--- src/rtl/mtu_pkg.sv ---
package mtu_pkg;
    localparam int DW = 32;

    typedef enum logic [1:0] {
        PS_DIV1   = 2'd0,
        PS_DIV16  = 2'd1,
        PS_DIV256 = 2'd2,
        PS_ALT256 = 2'd3
    } pscale_e;

    // control byte, bit 7 down to bit 0
    typedef struct packed {
        logic       en;
        logic       periodic;
        logic [1:0] spare;
        pscale_e    ps;
        logic       wide;
        logic       oneshot;
    } tctl_t;

    localparam logic [1:0] SUB_LOAD = 2'd0;
    localparam logic [1:0] SUB_CUR  = 2'd1;
    localparam logic [1:0] SUB_CTL  = 2'd2;
    localparam logic [1:0] SUB_BG   = 2'd3;

    localparam logic [1:0] SH_MASK = 2'd0;
    localparam logic [1:0] SH_RAW  = 2'd1;
    localparam logic [1:0] SH_MIS  = 2'd2;
    localparam logic [1:0] SH_CLR  = 2'd3;

    function automatic logic [7:0] ps_limit(pscale_e p);
        case (p)
            PS_DIV1:  return 8'd0;
            PS_DIV16: return 8'd15;
            default:  return 8'd255;
        endcase
    endfunction

    function automatic logic [DW-1:0] width_mask(logic wide);
        return wide ? {DW{1'b1}} : {{(DW-16){1'b0}}, 16'hFFFF};
    endfunction
endpackage

--- src/rtl/mtu_prescaler.sv ---
module mtu_prescaler
    import mtu_pkg::*;
(
    input  logic    clk,
    input  logic    rst,
    input  logic    run,
    input  logic    restart,
    input  pscale_e ps,
    output logic    tick
);
    logic [7:0] pcnt;
    logic [7:0] lim;

    assign lim  = ps_limit(ps);
    assign tick = run && !restart && (pcnt == lim);

    always_ff @(posedge clk) begin
        if (rst || !run || restart)
            pcnt <= '0;
        else if (pcnt == lim)
            pcnt <= '0;
        else
            pcnt <= pcnt + 8'd1;
    end
endmodule

--- src/rtl/mtu_channel.sv ---
module mtu_channel
    import mtu_pkg::*;
(
    input  logic          clk,
    input  logic          rst,
    input  logic          ld_we,
    input  logic          bg_we,
    input  logic          ctl_we,
    input  logic [DW-1:0] wdata,
    output logic [DW-1:0] cur_o,
    output logic [DW-1:0] reload_o,
    output tctl_t         ctl_o,
    output logic          ev_o
);
    tctl_t         ctl;
    logic [DW-1:0] count;
    logic [DW-1:0] reload;
    logic [DW-1:0] wmask;
    logic [DW-1:0] cnt_w;
    logic          tick;

    assign wmask    = width_mask(ctl.wide);
    assign cnt_w    = count & wmask;
    assign cur_o    = cnt_w;
    assign reload_o = reload;
    assign ctl_o    = ctl;
    assign ev_o     = tick && !ld_we && (cnt_w == {{(DW-1){1'b0}}, 1'b1});

    mtu_prescaler u_ps (
        .clk     (clk),
        .rst     (rst),
        .run     (ctl.en),
        .restart (ctl_we),
        .ps      (ctl.ps),
        .tick    (tick)
    );

    always_ff @(posedge clk) begin
        if (rst) begin
            ctl    <= '0;
            count  <= '0;
            reload <= '0;
        end else begin
            if (ctl_we) ctl <= tctl_t'(wdata[7:0]);
            if (bg_we)  reload <= wdata;
            if (ld_we) begin
                count  <= wdata;
                reload <= wdata;
            end else if (tick) begin
                if (cnt_w == '0) begin
                    if (ctl.oneshot)
                        count <= count;
                    else if (ctl.periodic)
                        count <= reload & wmask;
                    else
                        count <= wmask;
                end else begin
                    count <= (count - 1'b1) & wmask;
                end
            end
        end
    end


    hold_when_off_chk: assert property (@(posedge clk) disable iff (rst)
        (!ctl.en && !ld_we && !ctl_we) |=> $stable(count));

    oneshot_park_chk: assert property (@(posedge clk) disable iff (rst)
        (ctl.en && ctl.oneshot && cnt_w == '0 && !ld_we && !ctl_we) |=> (cur_o == '0));

    freerun_wrap_chk: assert property (@(posedge clk) disable iff (rst)
        (tick && cnt_w == '0 && !ctl.oneshot && !ctl.periodic && !ld_we && !ctl_we)
        |=> (cur_o == width_mask(ctl.wide)));

    periodic_reload_chk: assert property (@(posedge clk) disable iff (rst)
        (tick && cnt_w == '0 && ctl.periodic && !ctl.oneshot && !ld_we && !ctl_we && !bg_we)
        |=> (cur_o == (reload & width_mask(ctl.wide))));

    event_zero_chk: assert property (@(posedge clk) disable iff (rst)
        (ev_o && !ctl_we) |=> (cur_o == '0));
endmodule

--- src/rtl/mtu_irq.sv ---
module mtu_irq #(
    parameter int N = 4
) (
    input  logic         clk,
    input  logic         rst,
    input  logic [N-1:0] ev,
    input  logic         mask_we,
    input  logic         clr_we,
    input  logic [N-1:0] wdata,
    output logic [N-1:0] raw_o,
    output logic [N-1:0] mask_o,
    output logic         irq_o
);
    logic [N-1:0] raw;
    logic [N-1:0] mask;
    logic [N-1:0] clr_bits;

    assign clr_bits = clr_we ? wdata : '0;
    assign raw_o    = raw;
    assign mask_o   = mask;
    assign irq_o    = |(raw & mask);

    always_ff @(posedge clk) begin
        if (rst) begin
            raw  <= '0;
            mask <= '0;
        end else begin
            raw <= (raw & ~clr_bits) | ev;
            if (mask_we) mask <= wdata;
        end
    end


    raw_clear_chk: assert property (@(posedge clk) disable iff (rst)
        clr_we |=> ((raw & $past(wdata & ~ev)) == '0));

    raw_set_chk: assert property (@(posedge clk) disable iff (rst)
        (|ev) |=> ((raw & $past(ev)) == $past(ev)));
endmodule

--- src/rtl/quad_mtu.sv ---
module quad_mtu
    import mtu_pkg::*;
#(
    parameter int N_TMR = 4,
    parameter int AW    = 12
) (
    input  logic          clk,
    input  logic          rst,
    input  logic          psel,
    input  logic          pwrite,
    input  logic [AW-1:0] paddr,
    input  logic [31:0]   pwdata,
    output logic [31:0]   prdata,
    output logic          irq
);
    localparam int BW = AW - 4;

    logic          wr;
    logic          aligned;
    logic [BW-1:0] blk;
    logic [1:0]    sub;
    logic [N_TMR-1:0] ev;
    logic [N_TMR-1:0] raw;
    logic [N_TMR-1:0] mask;
    logic [DW-1:0] cur    [N_TMR];
    logic [DW-1:0] reload [N_TMR];
    tctl_t         ctl    [N_TMR];

    assign wr      = psel && pwrite;
    assign aligned = (paddr[1:0] == 2'b00);
    assign blk     = paddr[AW-1:4];
    assign sub     = paddr[3:2];

    for (genvar n = 0; n < N_TMR; n++) begin : g_tmr
        logic hit;
        assign hit = wr && aligned && (blk == BW'(n + 1));
        mtu_channel u_ch (
            .clk      (clk),
            .rst      (rst),
            .ld_we    (hit && sub == SUB_LOAD),
            .bg_we    (hit && sub == SUB_BG),
            .ctl_we   (hit && sub == SUB_CTL),
            .wdata    (pwdata),
            .cur_o    (cur[n]),
            .reload_o (reload[n]),
            .ctl_o    (ctl[n]),
            .ev_o     (ev[n])
        );
    end

    mtu_irq #(.N(N_TMR)) u_irq (
        .clk     (clk),
        .rst     (rst),
        .ev      (ev),
        .mask_we (wr && aligned && blk == '0 && sub == SH_MASK),
        .clr_we  (wr && aligned && blk == '0 && sub == SH_CLR),
        .wdata   (pwdata[N_TMR-1:0]),
        .raw_o   (raw),
        .mask_o  (mask),
        .irq_o   (irq)
    );

    always_comb begin
        prdata = '0;
        if (aligned) begin
            if (blk == '0) begin
                case (sub)
                    SH_MASK: prdata = {{(32-N_TMR){1'b0}}, mask};
                    SH_RAW:  prdata = {{(32-N_TMR){1'b0}}, raw};
                    SH_MIS:  prdata = {{(32-N_TMR){1'b0}}, raw & mask};
                    default: prdata = '0;
                endcase
            end
            for (int n = 0; n < N_TMR; n++) begin
                if (blk == BW'(n + 1)) begin
                    case (sub)
                        SUB_CUR: prdata = cur[n];
                        SUB_CTL: prdata = {24'd0, ctl[n]};
                        default: prdata = reload[n];
                    endcase
                end
            end
        end
    end


    irq_source_chk: assert property (@(posedge clk) disable iff (rst)
        irq |-> ((raw & mask) != '0));
endmodule

--- config.mk ---
export PLATFORM = sky130hd
export DESIGN_NAME = quad_mtu
export DESIGN_NICKNAME = d
export VERILOG_FILES = /design/src/rtl/mtu_pkg.sv /design/src/rtl/mtu_prescaler.sv /design/src/rtl/mtu_channel.sv /design/src/rtl/mtu_irq.sv /design/src/rtl/quad_mtu.sv
export SDC_FILE = /design/constraint.sdc
export NUM_CORES = 1
export LEC_CHECK = 0
export BUFFER_PORTS_ARGS = -buffer_cell sky130_fd_sc_hd__buf_2
export CORE_MARGIN = 2
export CORE_UTILIZATION = 60
export CTS_CLUSTER_DIAMETER = 30
export CTS_CLUSTER_SIZE = 8
export DETAILED_ROUTE_END_ITERATION = 7
export HOLD_SLACK_MARGIN = 0.06
export PLACE_DENSITY_LB_ADDON = 0.25
export SLEW_MARGIN = 0
export SYNTH_ARGS = -nofsm -noshare
export SYNTH_HDL_FRONTEND = slang
export SYNTH_SLANG_ARGS = --single-unit
--- constraint.sdc ---
create_clock -name clk -period 3.3 [get_ports clk]
set_input_delay 0.66 -clock clk [delete_from_list [all_inputs] [get_ports clk]]
set_output_delay 0.66 -clock clk [all_outputs]
set_load 0.02 [all_outputs]
==> flow_summary.yaml <==
outcome:
  status: "complete, but fails checks"
  violations: "DRC, setup timing"
sta:
  slew_violations: 0
  setup_viol: 7
  worst_slew_pin_slew_ns: 1.09
  clock_skew_ns: 0.0275
  relSlewSlack_pct: 26.5
  fin_crit_ns: 3.38
  fin_ws_ns: -0.0847
  clock.fmax_mhz: 295
  finalCritPeriodShare_pct: 103
  rsz0062_at_grt: "yes"
  finalHoldViolCount: 0
routing:
  antenna_left: 0
  firstDrtPassIters: 8
  via_count: 23100
  drcViolationCount: 1
  vias_per_cell: 7.01
  wl_per_cell_um: 26.0
  wl_mm: 85.6
  drtIter0Drc: 3623
clocking:
  cts_tree: "done"
  cts_buffers: 83
  hold_buffers: 0
  cts_buffer_depth: 3
  cts_root_buffer: "clkbuf_16"
  clkSinkCount: 328
  htree_levels: 3
  clk_latency_ns: 0.63
  clkSlewWorstSetupHoldPaths_ns: 0.05
finish:
  regArea_um2: 6570
  multi_input_area_um2: 12000
  final_common_cell: "nand2_1"
  layout.cells.non_filler: 3294
  syn2layout_area_growth_pct: 25.5
  finalInstanceArea_um2: 24500
  final_nets: 2844
  drive_above_1_share_pct: 17.4
  fillers: 2348
  final_cell_mix: "nand2_1 (440), dfxtp_1 (328), a21oi_1 (262)"
global_route:
  grt_use_total_pct: 48.9
  grt_overflow: 0
  antenna_found_initial: 5
  grt_max_degree: 74
  grt_pass1_wl_mm: 126
  grt_pass1_vias: 21400
floorplanning:
  ios: 81
  initial_core_util_pct: 60.4
  die_area_um2: 34000
  die_y_um: 184
  fp.dieW_um: 184
  rows: 66
  core_area_um2: 32300
pwr:
  power_mw: 13.4
  p_per_area_nw_per_um2: 547
  vdd_drop_max_mv: 0.474
  power_leakage_nw: 8.97
worst_setup_path:
  worstPathMaxFanout: 13
  critPathKind: "input port to output pin"
  arrival_ns: 2.72
  start_kind: "input port"
  cp-end-kind: "output pin"
  critPathRequiredTime_ns: 2.64
  r2r_cells: 10
synthesis:
  synth-seq-cells: 328
  syn_avg_cell_area_um2: 7.34
  synth-edff-count: 0
  async_flop_share_pct: 0
  synth_ff_type: "dfxtp_1"
  synth.distinct_cells: 91
  ys_warn_count: 0
  synth_nets: 2722
  syn_inst: 2658
  netlist_area_um2: 19500
  synth-seq-area-share_pct: 33.7
place:
  dp_hpwl_mm: 58.5
  placed_area_um2: 21100
  dpl.cell_count: 3129
  place_congestion: 1.05
  port_buffers: 80
  place_ws_ns: -0.0960
job:
  drv_cap: 0
worst_hold_path:
  hp-class: "input port to register"
  whs_path_depth: 3
state kept, by name, summed over array words and instances, names as in the netlist:
signal,flops
g_tmr.u_ch.ctl_o,32
g_tmr.u_ch.reload_o,128
u_irq.mask_o,4
g_tmr.u_ch.u_ps.pcnt,32
g_tmr.u_ch.count,128
u_irq.raw_o,4
worst max-delay path: stages:
cell,delay [ns]
buf_2,0.14
nor4_4,0.33
nand2b_1,0.14
or3_1,0.36
buf_4,0.21
o22ai_1,0.28
nor3_1,0.09
nor3_1,0.20
buf_4,0.15
buf_2,0.15
layout make-up:
type,instances,area share [%]
timing repair buffer,279,8.78
clock buffer,107,9.47
tap,442,2.26
clock inverter,46,3.04
multi-input combinational,2049,49.0
antenna,4,0.0409
sequential,328,26.8
inverter,39,0.619
cells in the mapped netlist, types with 9 or more instances:
master / n / area (µm²)
nand2_1: 440 / 1650
a32oi_1: 9 / 78.8
o21ai_1: 11 / 55.1
or3_1: 47 / 294
nor2_1: 260 / 976
ha_1: 16 / 200
a311oi_1: 21 / 184
nor4_1: 30 / 188
and3_1: 39 / 244
clkbuf_2: 11 / 55.1
a22oi_1: 98 / 736
o22ai_1: 66 / 413
dfxtp_1: 328 / 6570
xor2_1: 48 / 420
xnor2_1: 62 / 543
mux2i_1: 20 / 200
buf_2: 25 / 125
o211ai_1: 24 / 180
a221oi_1: 13 / 114
o221ai_1: 15 / 131
nor3_1: 85 / 425
clkbuf_1: 196 / 736
a31oi_1: 32 / 200
inv_1: 38 / 143
nand4_1: 18 / 113
o31ai_1: 12 / 90.1
a21oi_1: 262 / 1310
nand3_1: 92 / 460
or4_1: 32 / 240
a211oi_1: 53 / 398
o21ai_0: 85 / 425
metal layers:
metal	routed length [µm]	GRT usage, %
met2	36700	73.9
met4	6450	33.2
met1	30400	59.6
met5	0	1.04
met3	12200	15.4
per-stage QoR:
step           setup TNS (ns)  hold slack, ns  util, %
2_1_floorplan               0           0.436        -
3_3_place_gp           -0.475           0.442     65.5
3_5_place_dp           -0.625           0.446     65.5
4_1_cts                     0           0.405     75.2
5_1_grt                -0.847           0.432     75.8
6_report               -0.197           0.425     75.8
where the power goes:
part / leakage [nW] / switching (mW) / total [mW] / internal (mW)
Sequential: 2.64 / 0.000519 / 3.98 / 3.98
Clock: 1.48 / 2.68 / 8.89 / 6.21
Combinational: 4.85 / 0.394 / 0.523 / 0.129
timing repair:
item                                    4_1_cts  5_1_grt
gates resized for setup                      15       27
buffers inserted                              0        7
endpoints found under the setup margin       21       30
cloned                                        0        1
pin swaps                                     0        3
cell families after synthesis:
| family | share of synthesized area (%) |
|---|---|
| buf+inv | 5.89 |
| xor+xnor | 4.94 |
| compound gates | 26.6 |
| mux | 1.03 |
| flops | 33.7 |
| fa+ha+maj | 1.03 |
| simple gates | 26.9 |
final timing paths:
kind,startpoint,end,slack [ns]
setup / recovery,paddr[7],prdata[15],-0.08
hold / removal,pwdata[10],g_tmr[2].u_ch.reload_o[10],0.42
setup reg to reg,g_tmr[3].u_ch.count[0],g_tmr[3].u_ch.count[18],0.04
hold reg to reg,g_tmr[0].u_ch.reload_o[10],g_tmr[0].u_ch.reload_o[10],0.46
Note: power is estimated with default switching activity, not from simulation.
